### src/rtl/dram_cycle_seq.sv
module dram_cycle_seq #(
  parameter int AW = 10,
  parameter int SW = 2
) (
  input  logic          clk,
  input  logic          rst_n,
  input  logic          cfg_wr,
  input  logic [7:0]    cfg_wdata,
  output logic [7:0]    cfg_rdata,
  input  logic          req_valid,
  input  logic          req_write,
  input  logic [SW-1:0] req_space,
  input  logic [AW-1:0] req_row,
  input  logic [AW-1:0] req_col,
  output logic          req_ready,
  input  logic          ext_wait,
  output logic          ras_n,
  output logic          cas_n,
  output logic          we_n,
  output logic          addr_sel,
  output logic [AW-1:0] mem_addr,
  output logic          done
);

  localparam int CW = 3;

  typedef enum logic [2:0] {S_IDLE, S_GAP, S_PRE, S_ROW, S_COL} st_t;

  st_t           st, nxt, start_st;
  logic [7:0]    cfg_q;
  logic [CW-1:0] cnt, last_cnt;
  logic          cur_write, row_open, open_nxt;
  logic [SW-1:0] cur_space, open_space, tgt_space;
  logic [AW-1:0] cur_row, cur_col, open_row, tgt_row;
  logic [1:0]    cur_wait;
  logic          idle_en, page_en, hold_en, pg, honour;
  logic          accept, need_gap, open_eff, hit;

  assign idle_en = cfg_q[4];
  assign page_en = cfg_q[5];
  assign hold_en = cfg_q[6];
  assign pg      = page_en | hold_en;
  assign cfg_rdata = cfg_q;

  assign cur_wait = cur_write ? cfg_q[1:0] : cfg_q[3:2];
  assign last_cnt = {1'b0, cur_wait} + 3'd1;
  assign honour   = cur_wait[1];

  assign done      = (st == S_COL) && (cnt == last_cnt) && !(honour && ext_wait);
  assign req_ready = (st == S_IDLE) || done;
  assign accept    = req_valid && req_ready;
  assign need_gap  = done && !cur_write && idle_en &&
                     (req_write || (req_space != cur_space));

  assign tgt_row   = (st == S_GAP) ? cur_row   : req_row;
  assign tgt_space = (st == S_GAP) ? cur_space : req_space;
  assign open_eff  = row_open && ((st != S_COL) || pg);
  assign hit       = open_eff && (tgt_row == open_row) && (tgt_space == open_space);
  assign start_st  = hit ? S_COL : (open_eff ? S_PRE : S_ROW);

  always_comb begin
    nxt      = st;
    open_nxt = row_open;
    case (st)
      S_IDLE: if (accept) begin
        nxt      = start_st;
        open_nxt = (start_st == S_COL);
      end
      S_GAP: begin
        nxt      = start_st;
        open_nxt = (start_st == S_COL);
      end
      S_PRE: nxt = S_ROW;
      S_ROW: begin
        nxt      = S_COL;
        open_nxt = 1'b1;
      end
      S_COL: if (done) begin
        if (!accept) begin
          nxt      = S_IDLE;
          open_nxt = hold_en & row_open;
        end else if (need_gap) begin
          nxt      = S_GAP;
          open_nxt = pg & row_open;
        end else begin
          nxt      = start_st;
          open_nxt = (start_st == S_COL);
        end
      end
      default: nxt = S_IDLE;
    endcase
  end

  always_ff @(posedge clk or negedge rst_n) begin
    if (!rst_n) begin
      st       <= S_IDLE;
      row_open <= 1'b0;
      cnt      <= '0;
    end else begin
      st       <= nxt;
      row_open <= open_nxt;
      if ((st != S_COL) || done)
        cnt <= '0;
      else if (cnt != last_cnt)
        cnt <= cnt + 3'd1;
    end
  end

  always_ff @(posedge clk or negedge rst_n) begin
    if (!rst_n)
      cfg_q <= '0;
    else if (cfg_wr)
      cfg_q <= cfg_wdata & 8'h7F;
  end

  always_ff @(posedge clk or negedge rst_n) begin
    if (!rst_n) begin
      cur_write  <= 1'b0;
      cur_space  <= '0;
      cur_row    <= '0;
      cur_col    <= '0;
      open_row   <= '0;
      open_space <= '0;
    end else begin
      if (accept) begin
        cur_write <= req_write;
        cur_space <= req_space;
        cur_row   <= req_row;
        cur_col   <= req_col;
      end
      if (st == S_ROW) begin
        open_row   <= cur_row;
        open_space <= cur_space;
      end
    end
  end

  assign ras_n    = !(row_open || (st == S_ROW));
  assign cas_n    = !((st == S_COL) && (cnt == last_cnt));
  assign we_n     = !((st == S_COL) && cur_write);
  assign addr_sel = (st == S_COL);
  assign mem_addr = (st == S_COL) ? cur_col : cur_row;

endmodule

### config.mk
export PLATFORM = sky130hd
export DESIGN_NAME = dram_cycle_seq
export DESIGN_NICKNAME = d
export VERILOG_FILES = /design/src/rtl/dram_cycle_seq.sv
export SDC_FILE = /design/constraint.sdc
export NUM_CORES = 1
export LEC_CHECK = 0
export BUFFER_PORTS_ARGS = -buffer_cell sky130_fd_sc_hd__buf_4
export CAP_MARGIN = 10
export CELL_PAD_IN_SITES_DETAIL_PLACEMENT = 1
export CELL_PAD_IN_SITES_GLOBAL_PLACEMENT = 1
export CORE_MARGIN = 10
export CORE_UTILIZATION = 38
export CTS_CLUSTER_DIAMETER = 120
export DETAILED_ROUTE_END_ITERATION = 10
export PLACE_DENSITY = 0.78
export SLEW_MARGIN = 20
export SYNTH_ARGS = -nofsm -noshare
export SYNTH_HDL_FRONTEND = slang
export SYNTH_SLANG_ARGS = --single-unit
### constraint.sdc
create_clock -name clk -period 2.5 [get_ports clk]
set_clock_uncertainty 0.05 [all_clocks]
set_input_delay 0 -clock clk [delete_from_list [all_inputs] [get_ports clk]]
set_output_delay 0 -clock clk [all_outputs]
set_load 0.05 [all_outputs]
==> impl_metrics.csv <==
group,metric,value,unit
setup_path,max_incr_delay_on_cp,0.59,ns
sta,fmaxAchievable,0.3892,GHz
grt,global_route.overflow_total,0,
sta,max-slew-margin-rel,55.95,%
route,route.detailed.vias_per_inst,5.421,
clocking,tritoncts,"done",
route,wl,10210,µm
logic_synthesis,postSynth.topFlopCell,"sky130_fd_sc_hd__dfrtp_1",
clocking,cts_num_sinks,49,
sta,rsz0062_at_grt,"true",
min_path,worstHoldPathType,"input pin to flop",
route,detail_route.wl_per_cell,21.71,µm
setup_path,worstPathBufferInverterCount,1,
setup_path,timing.critical_path.from_type,"flop",
floorplan,fp.dieArea,0.01079,mm²
grt,first_global_vias,2865,
logic_synthesis,synth_most_common_cell,"sky130_fd_sc_hd__dfrtp_1",
setup_path,crit_chain,"nor3b_4 > buf_4 > or4_1 > o311ai_2 > o21ai_1 > or4_4 > a32o_1",
floorplan,initial_core_util,39.14,%
setup_path,cpLargestDelayFamily,"simple AND/OR/NAND/NOR gates",
logic_synthesis,ys_seq_area_share,45.86,%
setup_path,timing.setup.critical_path_class,"flop to flop",
floorplan,die-height,103.9,µm
grt,grt_first_pass_wirelength,15190,µm
power_and_ir_drop,p_seq_share,30.6,%
setup_path,cp.arrival,2.73,ns
floorplan,floorplan.core_area,0.006832,mm²
placement,dp.cells,414,
cells_and_area,share_of_final_layout_standard_cells_stronger_than_drive_strength_1,41.44,%
status,status,"finished, violations left",
sta,final_period_minus_worst_setup_slack,2.570,ns
clocking,cts-root-buf,"sky130_fd_sc_hd__clkbuf_8",
logic_synthesis,synth_top_cell_by_area,"sky130_fd_sc_hd__dfrtp_1",
placement,routabilityCongestion,0.8094,
logic_synthesis,ys_top_cells_by_area,"sky130_fd_sc_hd__dfrtp_1 (46%), sky130_fd_sc_hd__mux2_2 (18%), sky130_fd_sc_hd__nand2_1 (6.0%)",
sta,timing.final.max_slew_violations,0,
power_and_ir_drop,irDropWorstVdd,0.0008621,V
power_and_ir_drop,cellInternalPower,0.002657,W
cells_and_area,numnets_final,411,
grt,antenna_violations_before_repair,0,
clocking,clock_tree.buffer_depth,2,
grt,track_usage,17.29,%
sta,timing_hold_violations_final,0,
route,drt_drc_violations_left,0,
logic_synthesis,synth-warning-count,0,
logic_synthesis,synthDominantCellAreaShare,45.86,%
route,dr.pass1.iters,4,
floorplan,io_pins,60,
logic_synthesis,synth_cell_area,0.002674,mm²
placement,hpwl,5769,µm
floorplan,die_width,103.9,µm
cells_and_area,utilization_after_layout,59.05,%
sta,fin_ws,-0.06967,ns
grt,grt_max_degree,50,
clocking,clkLatencyLatePin,0.33,ns
logic_synthesis,yosys_register_bits,49,
setup_path,slowest_stage,"sky130_fd_sc_hd__or4_4",
clocking,cts.clk_slew.worst_paths,0.10,ns
setup_path,crit_fanout,6,
route,dr.first_iter.drc_count,190,
logic_synthesis,synth-edff-count,0,
job,max_cap_violations,0,
clocking,cts-htree-levels,2,
power_and_ir_drop,power.share.switching,46.56,%
sta,timing.final.setup_violations,4,
logic_synthesis,synthArstFlopShare,100.0,%
setup_path,endpoint_kind,"flop",
logic_synthesis,post_synth_num_cell_types,49,
floorplan,floorplan.rows,30,
logic_synthesis,postSynthCellCount,255,
power_and_ir_drop,switchingPower,0.002314,W
power_and_ir_drop,static-leakage-power,1.834,nW
sta,worst_slew_pin_slew,0.6607,ns
power_and_ir_drop,share_comb_of_total_power,58.6,%
cells_and_area,area.growth.synth_to_final,50.87,%
logic_synthesis,synth.top_cells.by_count,"sky130_fd_sc_hd__dfrtp_1 (49), sky130_fd_sc_hd__mux2_2 (43), sky130_fd_sc_hd__nand2_1 (43), sky130_fd_sc_hd__inv_1 (14)",
placement,io_buffer_count,57,
placement,preCtsSetupSlack,-0.03884,ns
power_and_ir_drop,power_density,1232,mW/mm²
route,antenna_left,0,
cells_and_area,antennaDiodeCount,0,
status,failed_checks,"negative setup slack",
cells_and_area,final-instance-count-excl-fill,470,
route,detailroute.via_count,2548,
logic_synthesis,synth.avg_cell_area,10.49,µm²
clocking,cts_buffers,5,
power_and_ir_drop,power.share.clock,10.8,%
setup_path,cp_data_required_time,2.66,ns
sta,period_share,102.8,%
logic_synthesis,synth_nets,293,
[power by group through the flow]
| stage | Combinational, W | Sequential [W] | Clock, W |
|---|---|---|---|
| 6_report | 0.00291 | 0.00152 | 0.000535 |
| 4_1_cts | 0.00261 | 0.00148 | 0.000526 |
| 5_1_grt | 0.00309 | 0.00158 | 0.000576 |
| 3_5_place_dp | 0.00242 | 0.00149 | 0 |
| 2_1_floorplan | 0.00172 | 0.00142 | 0 |
| 3_3_place_gp | 0.00235 | 0.00146 | 0 |
[registers in the layout, summed over array words and instances, names as in the netlist]
signal and count:
cur_col 10, cur_row 10, open_row 10, cfg_rdata 7, cnt 3, st 3, cur_space 2, open_space 2
cur_write 1, row_open 1
[worst paths after layout]
| path | start | cells after the start | end | slack [ns] |
|---|---|---|---|---|
| max in group asynchronous | rst_n | 2 | cfg_rdata[1] | 1.73 |
| min in group asynchronous | rst_n | 2 | cur_col[0] | 0.19 |
| hold reg to reg | cur_col[7] | 1 | cur_col[7] | 0.47 |
| setup / recovery | st[0] | 7 | st[1] | -0.07 |
| hold / removal | req_valid | 3 | st[0] | 0.07 |
| setup reg to reg | st[0] | 7 | st[1] | -0.07 |
[kinds of logic after synthesis]
logic type,count (synthesis),synth area share (%)
other,1,0.1402
adder cells (fa/ha/maj),2,0.9357
AND/OR/NAND/NOR,76,13.24
buffers and inverters,26,4.773
XOR/XNOR,12,3.931
multiplexers,50,20.73
flip-flops,49,45.86
AO/OA/AOI/OAI,39,10.39
[tightest hold or removal path: stages]
cell	delay, ns
sky130_fd_sc_hd__buf_4	0.12
sky130_fd_sc_hd__nor4_1	0.06
sky130_fd_sc_hd__a221oi_1	0.19
[placed cells by master (no fill, tap or decap), types with 6 or more instances in the layout]
master and count:
sky130_fd_sc_hd__a21oi_1 8, sky130_fd_sc_hd__dlygate4sd3_1 39, sky130_fd_sc_hd__xor2_1 7, sky130_fd_sc_hd__o21ai_0 7, sky130_fd_sc_hd__buf_4 75, sky130_fd_sc_hd__mux2_4 12, sky130_fd_sc_hd__mux2_2 31, sky130_fd_sc_hd__nand2_1 43
sky130_fd_sc_hd__nor2_1 9, sky130_fd_sc_hd__dfrtp_1 44, sky130_fd_sc_hd__mux2i_1 6, sky130_fd_sc_hd__inv_1 13
[metal layers]
layer | vias to the layer above | part of all wire, % | track usage [%]
li1 | 1124 | - | -
met1 | 1301 | 39 | 19.78
met2 | 97 | 53 | 30.05
met3 | 26 | 5.6 | 3.841
met4 | 0 | 2.8 | 7.654
met5 | - | 0 | 0
[final cells by class]
| type | count | area (µm²) |
|---|---|---|
| flip-flops and latches | 49 | 1232 |
| well taps | 96 | 120.1 |
| multi-input cells | 180 | 1439 |
| fillers | 750 | 2798 |
| clock inverters | 3 | 26.28 |
| inverters | 15 | 56.30 |
| clock buffers | 5 | 68.82 |
| repair buffers | 122 | 1091 |
[per-stage QoR]
stage               hold WS (ns)  instance area (µm²)  TNS [ns]  power, W
floorplan                -0.3456                 2699         0  0.003146
global placement         0.01376                 3323         0  0.003811
detailed placement       0.01676                 3323   -0.5848  0.003906
CTS                      0.05978                 3902         0  0.004619
global route              0.1349                 4034    -2.417  0.005240
finish                   0.06940                 4034   -0.1389  0.004971
[repair_timing]
item / CTS / global route
endpoints found under the setup margin: 27 / 29
pin swaps: 3 / 14
setup buffers: 4 / 3
hold endpoints to repair: 80 / 0
resized for setup: 8 / 23
cloned: 1 / 1
hold buffers: 39 / 0
Power figures use the tool's default switching activity.
